==> src/rtl/dma_pkg.sv <==
`timescale 1ns/1ps
package dma_pkg;

   typedef enum logic [1:0] {
      SEL_MEM_BASE = 2'd0,
      SEL_WORDS    = 2'd1,
      SEL_DEVICE   = 2'd2,
      SEL_CTRL     = 2'd3
   } dma_sel_e;

   // control write bits
   localparam int CTRL_GO  = 0;
   localparam int CTRL_DIR = 1;
   localparam int CTRL_ACK = 2;

   // status read bits
   localparam int STAT_BUSY = 0;
   localparam int STAT_IRQ  = 1;
   localparam int STAT_DIR  = 2;
   localparam int STAT_BITS = 3;

   typedef enum logic [1:0] {
      SQ_IDLE,
      SQ_WAIT,
      SQ_GAP
   } sq_state_e;

endpackage

==> src/rtl/dma_cmd_regs.sv <==
`timescale 1ns/1ps
module dma_cmd_regs
   import dma_pkg::*;
#(
   parameter int REG_W  = 16,
   parameter int ADDR_W = 16,
   parameter int CNT_W  = 8,
   parameter int DEV_AW = 4
) (
   input  logic              clk,
   input  logic              rst_n,
   input  logic              reg_wr,
   input  logic [1:0]        reg_sel,
   input  logic [REG_W-1:0]  reg_wdata,
   output logic [REG_W-1:0]  reg_rdata,
   input  logic              busy,
   input  logic              done,
   output logic              go,
   output logic              cfg_dir,
   output logic              irq,
   output logic [ADDR_W-1:0] cfg_base,
   output logic [CNT_W-1:0]  cfg_words,
   output logic [DEV_AW-1:0] cfg_dev
);

   dma_sel_e sel;
   logic     cmd_open;
   logic     ctrl_wr;

   assign sel      = dma_sel_e'(reg_sel);
   assign cmd_open = reg_wr && !busy;
   assign ctrl_wr  = reg_wr && (sel == SEL_CTRL);
   assign go       = cmd_open && (sel == SEL_CTRL) && reg_wdata[CTRL_GO];

   always_ff @(posedge clk or negedge rst_n) begin
      if (!rst_n) begin
         cfg_base  <= '0;
         cfg_words <= '0;
         cfg_dev   <= '0;
         cfg_dir   <= 1'b0;
         irq       <= 1'b0;
      end else begin
         if (cmd_open && (sel == SEL_MEM_BASE)) cfg_base  <= reg_wdata[ADDR_W-1:0];
         if (cmd_open && (sel == SEL_WORDS))    cfg_words <= reg_wdata[CNT_W-1:0];
         if (cmd_open && (sel == SEL_DEVICE))   cfg_dev   <= reg_wdata[DEV_AW-1:0];
         if (go)                                cfg_dir   <= reg_wdata[CTRL_DIR];
         if (done)
            irq <= 1'b1;
         else if (ctrl_wr && reg_wdata[CTRL_ACK])
            irq <= 1'b0;
      end
   end

   always_comb begin
      reg_rdata = '0;
      case (sel)
         SEL_MEM_BASE: reg_rdata[ADDR_W-1:0] = cfg_base;
         SEL_WORDS:    reg_rdata[CNT_W-1:0]  = cfg_words;
         SEL_DEVICE:   reg_rdata[DEV_AW-1:0] = cfg_dev;
         default: begin
            reg_rdata[STAT_BUSY] = busy;
            reg_rdata[STAT_IRQ]  = irq;
            reg_rdata[STAT_DIR]  = cfg_dir;
         end
      endcase
   end

endmodule

==> src/rtl/dma_walk.sv <==
`timescale 1ns/1ps
module dma_walk #(
   parameter int ADDR_W      = 16,
   parameter int CNT_W       = 8,
   parameter int WORD_STRIDE = 1
) (
   input  logic              clk,
   input  logic              rst_n,
   input  logic              load,
   input  logic              step,
   input  logic [ADDR_W-1:0] base,
   input  logic [CNT_W-1:0]  words,
   output logic [ADDR_W-1:0] addr,
   output logic              last
);

   localparam logic [ADDR_W-1:0] STEP_A = ADDR_W'(WORD_STRIDE);
   localparam logic [CNT_W-1:0]  ONE_C  = CNT_W'(1);

   logic [CNT_W-1:0] remain;

   always_ff @(posedge clk or negedge rst_n) begin
      if (!rst_n) begin
         addr   <= '0;
         remain <= '0;
      end else if (load) begin
         addr   <= base;
         remain <= words;
      end else if (step) begin
         addr   <= addr + STEP_A;
         remain <= remain - ONE_C;
      end
   end

   assign last = (remain == ONE_C);

endmodule

==> src/rtl/dma_seq.sv <==
`timescale 1ns/1ps
module dma_seq
   import dma_pkg::*;
#(
   parameter int MIN_GAP = 1
) (
   input  logic clk,
   input  logic rst_n,
   input  logic go,
   input  logic no_words,
   input  logic last,
   input  logic dev_ok,
   input  logic bus_gnt,
   output logic busy,
   output logic bus_req,
   output logic move,
   output logic done
);

   sq_state_e state, state_nx;
   logic      gap_done;

   generate
      if (MIN_GAP == 1) begin : g_gap_one
         assign gap_done = 1'b1;
      end else begin : g_gap_count
         localparam int GW = $clog2(MIN_GAP);
         logic [GW-1:0] gap_cnt;
         always_ff @(posedge clk or negedge rst_n) begin
            if (!rst_n)
               gap_cnt <= '0;
            else if (state != SQ_GAP)
               gap_cnt <= '0;
            else
               gap_cnt <= gap_cnt + GW'(1);
         end
         assign gap_done = (gap_cnt == GW'(MIN_GAP - 1));
      end
   endgenerate

   assign busy    = (state != SQ_IDLE);
   assign bus_req = (state == SQ_WAIT) && dev_ok;
   assign move    = bus_req && bus_gnt;
   assign done    = ((state == SQ_IDLE) && go && no_words) || (move && last);

   always_comb begin
      state_nx = state;
      case (state)
         SQ_IDLE: if (go && !no_words) state_nx = SQ_WAIT;
         SQ_WAIT: if (move)            state_nx = last ? SQ_IDLE : SQ_GAP;
         SQ_GAP:  if (gap_done)        state_nx = SQ_WAIT;
         default:                      state_nx = SQ_IDLE;
      endcase
   end

   always_ff @(posedge clk or negedge rst_n) begin
      if (!rst_n) state <= SQ_IDLE;
      else        state <= state_nx;
   end

endmodule

==> src/rtl/cycle_dma_engine.sv <==
`timescale 1ns/1ps
module cycle_dma_engine
   import dma_pkg::*;
#(
   parameter int ADDR_W      = 16,
   parameter int DATA_W      = 16,
   parameter int CNT_W       = 8,
   parameter int DEV_AW      = 4,
   parameter int REG_W       = 16,
   parameter int WORD_STRIDE = 1,
   parameter int MIN_GAP     = 1
) (
   input  logic              clk,
   input  logic              rst_n,
   input  logic              reg_wr,
   input  logic [1:0]        reg_sel,
   input  logic [REG_W-1:0]  reg_wdata,
   output logic [REG_W-1:0]  reg_rdata,
   output logic              bus_req,
   input  logic              bus_gnt,
   output logic [ADDR_W-1:0] mem_addr,
   output logic              mem_we,
   output logic [DATA_W-1:0] mem_wdata,
   input  logic [DATA_W-1:0] mem_rdata,
   output logic [DEV_AW-1:0] dev_addr,
   input  logic              dev_rd_valid,
   input  logic [DATA_W-1:0] dev_rd_data,
   output logic              dev_rd_ready,
   output logic              dev_wr_valid,
   output logic [DATA_W-1:0] dev_wr_data,
   input  logic              dev_wr_ready,
   output logic              irq
);

   generate
      if (MIN_GAP < 1) begin : g_chk_gap
         $error("MIN_GAP must be at least 1");
      end
      if (REG_W < ADDR_W || REG_W < CNT_W || REG_W < DEV_AW || REG_W < STAT_BITS) begin : g_chk_regw
         $error("REG_W too narrow for the command fields");
      end
      if (WORD_STRIDE < 1) begin : g_chk_stride
         $error("WORD_STRIDE must be at least 1");
      end
      if (DATA_W < 1 || CNT_W < 1 || DEV_AW < 1) begin : g_chk_widths
         $error("widths must be positive");
      end
   endgenerate

   logic              go, cfg_dir, busy, done, move, last, dev_ok, no_words;
   logic [ADDR_W-1:0] cfg_base;
   logic [CNT_W-1:0]  cfg_words;
   logic [DEV_AW-1:0] cfg_dev;

   dma_cmd_regs #(
      .REG_W(REG_W), .ADDR_W(ADDR_W), .CNT_W(CNT_W), .DEV_AW(DEV_AW)
   ) u_regs (
      .clk(clk), .rst_n(rst_n), .reg_wr(reg_wr), .reg_sel(reg_sel),
      .reg_wdata(reg_wdata), .reg_rdata(reg_rdata), .busy(busy), .done(done),
      .go(go), .cfg_dir(cfg_dir), .irq(irq), .cfg_base(cfg_base),
      .cfg_words(cfg_words), .cfg_dev(cfg_dev)
   );

   dma_walk #(
      .ADDR_W(ADDR_W), .CNT_W(CNT_W), .WORD_STRIDE(WORD_STRIDE)
   ) u_walk (
      .clk(clk), .rst_n(rst_n), .load(go), .step(move), .base(cfg_base),
      .words(cfg_words), .addr(mem_addr), .last(last)
   );

   assign no_words = (cfg_words == '0);
   assign dev_ok   = cfg_dir ? dev_rd_valid : dev_wr_ready;

   dma_seq #(
      .MIN_GAP(MIN_GAP)
   ) u_seq (
      .clk(clk), .rst_n(rst_n), .go(go), .no_words(no_words), .last(last),
      .dev_ok(dev_ok), .bus_gnt(bus_gnt), .busy(busy), .bus_req(bus_req),
      .move(move), .done(done)
   );

   assign mem_we       = move && cfg_dir;
   assign mem_wdata    = dev_rd_data;
   assign dev_rd_ready = move && cfg_dir;
   assign dev_wr_valid = move && !cfg_dir;
   assign dev_wr_data  = mem_rdata;
   assign dev_addr     = cfg_dev;

endmodule

==> config.mk <==
export PLATFORM = sky130hd
export DESIGN_NAME = cycle_dma_engine
export DESIGN_NICKNAME = d
export VERILOG_FILES = /design/src/rtl/dma_pkg.sv /design/src/rtl/dma_cmd_regs.sv /design/src/rtl/dma_walk.sv /design/src/rtl/dma_seq.sv /design/src/rtl/cycle_dma_engine.sv
export SDC_FILE = /design/constraint.sdc
export NUM_CORES = 1
export LEC_CHECK = 0
export BUFFER_PORTS_ARGS = -buffer_cell sky130_fd_sc_hd__buf_2
export CELL_PAD_IN_SITES_DETAIL_PLACEMENT = 0
export CELL_PAD_IN_SITES_GLOBAL_PLACEMENT = 1
export CORE_UTILIZATION = 30
export DETAILED_ROUTE_END_ITERATION = 7
export PLACE_DENSITY = 0.67
export REMOVE_ABC_BUFFERS = 1
export SLEW_MARGIN = 0
export SYNTH_ARGS = -nofsm -noshare
export SYNTH_HDL_FRONTEND = slang
export SYNTH_SLANG_ARGS = --single-unit
export TNS_END_PERCENT = 100
==> constraint.sdc <==
create_clock -name clk -period 6.7 [get_ports clk]
set_clock_uncertainty 0.2 [all_clocks]
set_input_delay 0.335 -clock clk [delete_from_list [all_inputs] [get_ports clk]]
set_output_delay 0.335 -clock clk [all_outputs]
set_load 0.01 [all_outputs]
==> After elaboration in Yosys (flattened, before gate mapping) <==
Cells that the tools add are included.
W data, S select, Z words.
{ "op_classes": {"n_eq_ne": 8, "n_reduce_logical": 27, "mul": 0, "bitwise_logic": 0, "n_addsub": 2, "order_cmp": 0, "n_div": 0, "shifts": 0, "n_mux": 15} }
{ "ops": {"columns": ["cell", "n"], "rows": [
  ["$mux W16", 2],
  ["$mux W8", 3],
  ["$add A16 B1 Y16 const B", 1],
  ["$logic_and A1 B1 Y1", 16],
  ["$pmux W3 S3", 1],
  ["$eq A8 B1 Y1 const B", 1],
  ["$logic_not A8 Y1", 1],
  ["$pmux W4 S2", 1],
  ["$sub A8 B1 Y8 const B", 1],
  ["$eq A2 B2 Y1 const B", 3],
  ["$mux W2", 3],
  ["$pmux W2 S3", 1],
  ["$reduce_bool A2 Y1", 3],
  ["$eq A2 B1 Y1 const B", 2],
  ["$logic_not A2 Y1", 2],
  ["$ne A2 B2 Y1 const B", 2],
  ["$logic_not A1 Y1", 3],
  ["$mux W1", 3],
  ["$pmux W1 S3", 1],
  ["$reduce_and A2 Y1", 1],
  ["$logic_or A1 B1 Y1", 1]
]} }
{ "totals": {"input_bits": 56, "rom_bits": 0, "ramBits": 0, "mem_count": 0, "elab_cells": 60, "register_bits": 56, "latch_bits": 0} }

==> Depth between registers and ports, before layout <==
{ "depth": {"ltp_word": 9, "ltp_mapped": 7, "ltp_nobuf": 6} }

==> By module <==
From an unflattened synthesis, not the netlist that was laid out.
{ "unflattened": {"hier_cells": 294, "area_unflattened_um2": 3140.5} }
{ "by_module_without_submodules": {"columns": ["module", "area_per_inst_um2", "n_inst", "cells_each"], "rows": [
  ["dma_cmd_regs", 1391.3, 1, 95],
  ["dma_walk", 1343.8, 1, 149],
  ["cycle_dma_engine", 290.3, 1, 39],
  ["dma_seq", 115.1, 1, 11]
]} }

==> Least setup slack after synthesis <==
No wires, ideal clock.
{ "synth_path": {"kind": "register -> output", "startpoint": "reg u_seq.state[1]", "endpoint": "out mem_we", "path_stages_with_launch": 8, "t_required_ps": 6165, "path_buffers": 4, "t_arrival_ps": 1719, "slack_ps": 4446, "path_cell_list": "dfrtp_1 nand3b_1 clkbuf_1 nor2_1 buf_2 buf_2 and2_1 buf_4"} }
{ "synth_via": {"elab_chain_len": 4} }
{ "synth_rtl": {"columns": ["item", "line_no", "text"], "rows": [
  ["start, declared", "dma_seq.sv:20", "sq_state_e state, state_nx;"],
  ["start signal, assigned", "dma_seq.sv:58", "else state <= state_nx;"],
  ["$eq A2 B1 Y1", "dma_seq.sv:42", "assign bus_req = (state == SQ_WAIT) && dev_ok;"],
  ["$logic_and A1 B1 Y1", "dma_seq.sv:42", null],
  ["$logic_and A1 B1 Y1", "dma_seq.sv:43", "assign move = bus_req && bus_gnt;"],
  ["$logic_and A1 B1 Y1", null, null],
  ["end, declared", "cycle_dma_engine.sv:22", "output logic mem_we,"]
]} }
Every way passes these cells.

==> Worst setup path after layout <==
{ "layout_path": {"startpoint": "reg u_seq.state[1]", "endpoint": "out dev_rd_ready"} }
{ "layout_via": {"elab_chain_len": 4} }
{ "layout_rtl": {"columns": ["item", "line_no", "text"], "rows": [
  ["$eq A2 B1 Y1", "dma_seq.sv:42", null],
  ["$logic_and A1 B1 Y1", "dma_seq.sv:42", null],
  ["$logic_and A1 B1 Y1", "dma_seq.sv:43", null],
  ["$logic_and A1 B1 Y1", "cycle_dma_engine.sv:84", "assign dev_rd_ready = move && cfg_dir;"],
  ["end, declared", "cycle_dma_engine.sv:28", "output logic dev_rd_ready,"]
]} }
Every way passes these cells.

==> implementation parameters <==
Parameter                              Value

Status
  Run status    complete, no violations

Clock network
  Inserted Clock Buffers    5
  Clock Pin Slew Worst Setup and Hold Paths    100 ps
  CTS sink cnt    56
  Deepest clock path buffer count    2
  H-Tree Level Count    2
  CTS Root Cell    sky130_fd_sc_hd__clkbuf_8
  Post-CTS sizing    0
  Postcts setup bufs    0
  CTS tree    built
  Clock Latency Late Sink    310 ps

Yosys
  Sequential share of the synthesized area    0.438
  Library cell with the highest instance count after synthesis    sky130_fd_sc_hd__dfrtp_1
  Async S/R FF share, synth    1.00
  Most area-consuming cells after synthesis    sky130_fd_sc_hd__dfrtp_1, sky130_fd_sc_hd__mux2_2, sky130_fd_sc_hd__buf_4, sky130_fd_sc_hd__mux2i_1, sky130_fd_sc_hd__a221o_1
  YS warnings    0
  Biggest area consumer among synthesized cells    sky130_fd_sc_hd__dfrtp_1
  Syn Inst Count    302
  Cell area after synthesis    3200 sq um
  Share of the synthesized area in the top cell type    0.438
  Avg Inst Size Synth    10.6 sq um
  Most instantiated cells after synthesis    sky130_fd_sc_hd__dfrtp_1, sky130_fd_sc_hd__buf_4, sky130_fd_sc_hd__mux2_2, sky130_fd_sc_hd__nand2_1, sky130_fd_sc_hd__nor2_1
  Total of flip-flops plus latches after synthesis    56
  Count of flip-flops with a built-in enable after synthesis    0
  Top flip-flop cell by instance count after synthesis    sky130_fd_sc_hd__dfrtp_1
  Count of different cell masters after synthesis    41

Drt
  Detailed-route wire length per cell    19.2 microns
  Violation count after the first detailed-routing iteration    151
  Routed vias    2,510
  DRC violation count after routing    0
  Vias per cell    5.35
  Detailed-router iteration count before antenna repair    4
  DRT Wirelength    9.02 mm
  Number of nets still failing antenna checks after routing    0

STA
  Final Hold Fails    0
  Unrepaired setup endpoints after global routing    no
  Max-slew headroom at the worst pin    0.448
  Final TNS setup    0 ps
  Tightest hold margin    51.9 ps
  Shortest period the worst path allows    3050 ps
  Fmax    328 MHz
  Setup violation total in the final timing report    0
  Pin slew with the least headroom to its limit    827 ps
  Max-slew violations    0
  Final worst-path cycle share    0.455

Final layout
  Final net count    391
  Area grow syn2layout    10.1%
  Post-route cell area    3520 sq um
  Fillers    1,064
  Combined flip-flop and latch cell area    1400 sq um
  Layout cells sized above 1    0.360
  Area of combinational cells with multiple inputs    1470 sq um
  Ant. Diodes    0

Global route
  Vias in the first global route    2,536
  Global-route congestion overflow total    0
  Number of antenna violations at the first check in global routing    0
  Global-route total usage across every layer    0.167
  Global-route wire length before repair    14.2 mm
  Largest net degree at the start of global routing    57

Placed design
  DP Wirelength    6.65 mm
  Gpl congestion    0.800
  Number of buffers added on ports    64
  DP Area    3420 sq um

Pwr
  Maximum ir drop on the vdd rail    134 uV
  LEAKAGE    1.53 nW
  Power per standard cell area    395 nW/um^2

Floorplanning
  CORE AREA    10,300 sq um
  Total Die Area    11,100 sq um
  Count of standard-cell rows    37
  I/O pin count    129
  Height of the chip    105 microns
  Initial cell density of the core    0.310
  Width of the die    105 microns

Flow run
  Number of max-capacitance violations reported    0

Worst setup path
  Element type at the critical path end    output pin
  Worst Path Max Fanout    12
  Length in cells of the worst reg-to-reg path    5
  Critical Path RT    6160 ps
  CP arrival    2510 ps
  WS Path Type    flip-flop to output pin
  Critical path startpoint category    flip-flop

Hold path
  Path category of the worst min-delay check    primary input to flip-flop
  Hold Path Stages    2
[worst paths after layout]
check | from | slack [ps] | to
worst max-delay path | u_seq.state[1]$_DFFE_PN0P_ | 3650 | dev_rd_ready
worst max register to register | u_seq.state[1]$_DFFE_PN0P_ | 3840 | u_walk.remain[5]$_DFFE_PN0P_
min in group asynchronous | rst_n | 510 | u_regs.cfg_base[15]$_DFFE_PN0P_
worst min register to register | u_regs.cfg_base[11]$_DFFE_PN0P_ | 330 | u_walk.addr[11]$_DFFE_PN0P_
worst min-delay path | reg_wdata[15] | 50 | u_regs.cfg_base[15]$_DFFE_PN0P_
max in group asynchronous | rst_n | 5330 | u_walk.addr[3]$_DFFE_PN0P_
[power by group]
part           internal [mW]  total (mW)  leakage (nW)  switching, mW
Clock                 0.0831       0.198        0.0510          0.115
Sequential             0.499       0.691         0.689          0.192
Combinational          0.263       0.502         0.794          0.240
[cells by family after synthesis]
logic type,after synthesis,synth area share
AO/OA/AOI/OAI,34,0.0844
XOR/XNOR,5,0.0137
adder cells (fa/ha/maj),3,0.0117
buffers and inverters,54,0.103
flip-flops,56,0.438
multiplexers,49,0.179
AND/OR/NAND/NOR,101,0.170
[cell type report]
type,count,share of cell area
Clock buffer,6,0.0234
Sequential cell,56,0.398
Clock inverter,2,0.00284
Tap cell,136,0.0483
Inverter,8,0.00852
Timing Repair Buffer,69,0.102
Multi-Input combinational cell,192,0.417
[metrics by stage]
| step | setup slack, ps | util | total power, mW | instances |
|---|---|---|---|---|
| 6_report | 3650 | 0.341 | 1.39 | 469 |
| 5_1_grt | 3490 | 0.341 | 1.49 | 469 |
| 4_1_cts | 3650 | 0.341 | 1.40 | 469 |
| 3_5_place_dp | 3860 | 0.331 | 1.20 | 460 |
| 3_3_place_gp | 3950 | 0.331 | 1.19 | 460 |
| 2_1_floorplan | 4050 | - | 0.968 | 256 |
[registers in the layout, summed over array words and instances (netlist names)]
| signal | count |
|---|---|
| u_regs.irq | 1 |
| u_seq.state | 2 |
| u_regs.cfg_dev | 4 |
| u_walk.remain | 8 |
| u_regs.cfg_words | 8 |
| u_walk.addr | 16 |
| u_regs.cfg_dir | 1 |
| u_regs.cfg_base | 16 |
[routing by layer]
| metal | track usage | wire length (microns) |
|---|---|---|
| met1 | 0.252 | 4490 |
| met2 | 0.226 | 3690 |
| met3 | 0.0557 | 795 |
| met4 | 0.0292 | 47 |
| met5 | 0.0476 | 0 |
[worst max-delay path, stage by stage (launching register included)]
cell                       delay (ps)
sky130_fd_sc_hd__dfrtp_1          440
sky130_fd_sc_hd__nand3b_1         410
sky130_fd_sc_hd__nor2_1           710
sky130_fd_sc_hd__buf_4            340
sky130_fd_sc_hd__and2_1           170
sky130_fd_sc_hd__buf_2            130
[timing repair]
action / 4_1_cts / 5_1_grt
hold endpoints to repair: 28 / 0
endpoints found under the setup margin: 0 / 0
hold buffers: 1 / 0
[placed cells by master (no fill, tap or decap), types with 3 or more instances in the layout]
master	count
sky130_fd_sc_hd__dfrtp_1	56
sky130_fd_sc_hd__nor2_1	15
sky130_fd_sc_hd__buf_2	64
sky130_fd_sc_hd__or2_2	3
sky130_fd_sc_hd__mux4_2	3
sky130_fd_sc_hd__and2_1	10
sky130_fd_sc_hd__nor3b_1	3
sky130_fd_sc_hd__nand2_1	21
sky130_fd_sc_hd__nor4_1	11
sky130_fd_sc_hd__mux2i_1	13
sky130_fd_sc_hd__nand3_1	9
sky130_fd_sc_hd__o21ai_0	8
sky130_fd_sc_hd__clkbuf_8	6
sky130_fd_sc_hd__o311ai_0	4
sky130_fd_sc_hd__buf_4	4
sky130_fd_sc_hd__ha_1	3
sky130_fd_sc_hd__a32oi_1	3
sky130_fd_sc_hd__nand4_1	5
sky130_fd_sc_hd__inv_1	8
sky130_fd_sc_hd__xnor2_1	5
sky130_fd_sc_hd__mux2_2	32
sky130_fd_sc_hd__nor3_1	12
sky130_fd_sc_hd__a221o_1	11
Note: power is estimated with default switching activity, not from simulation.
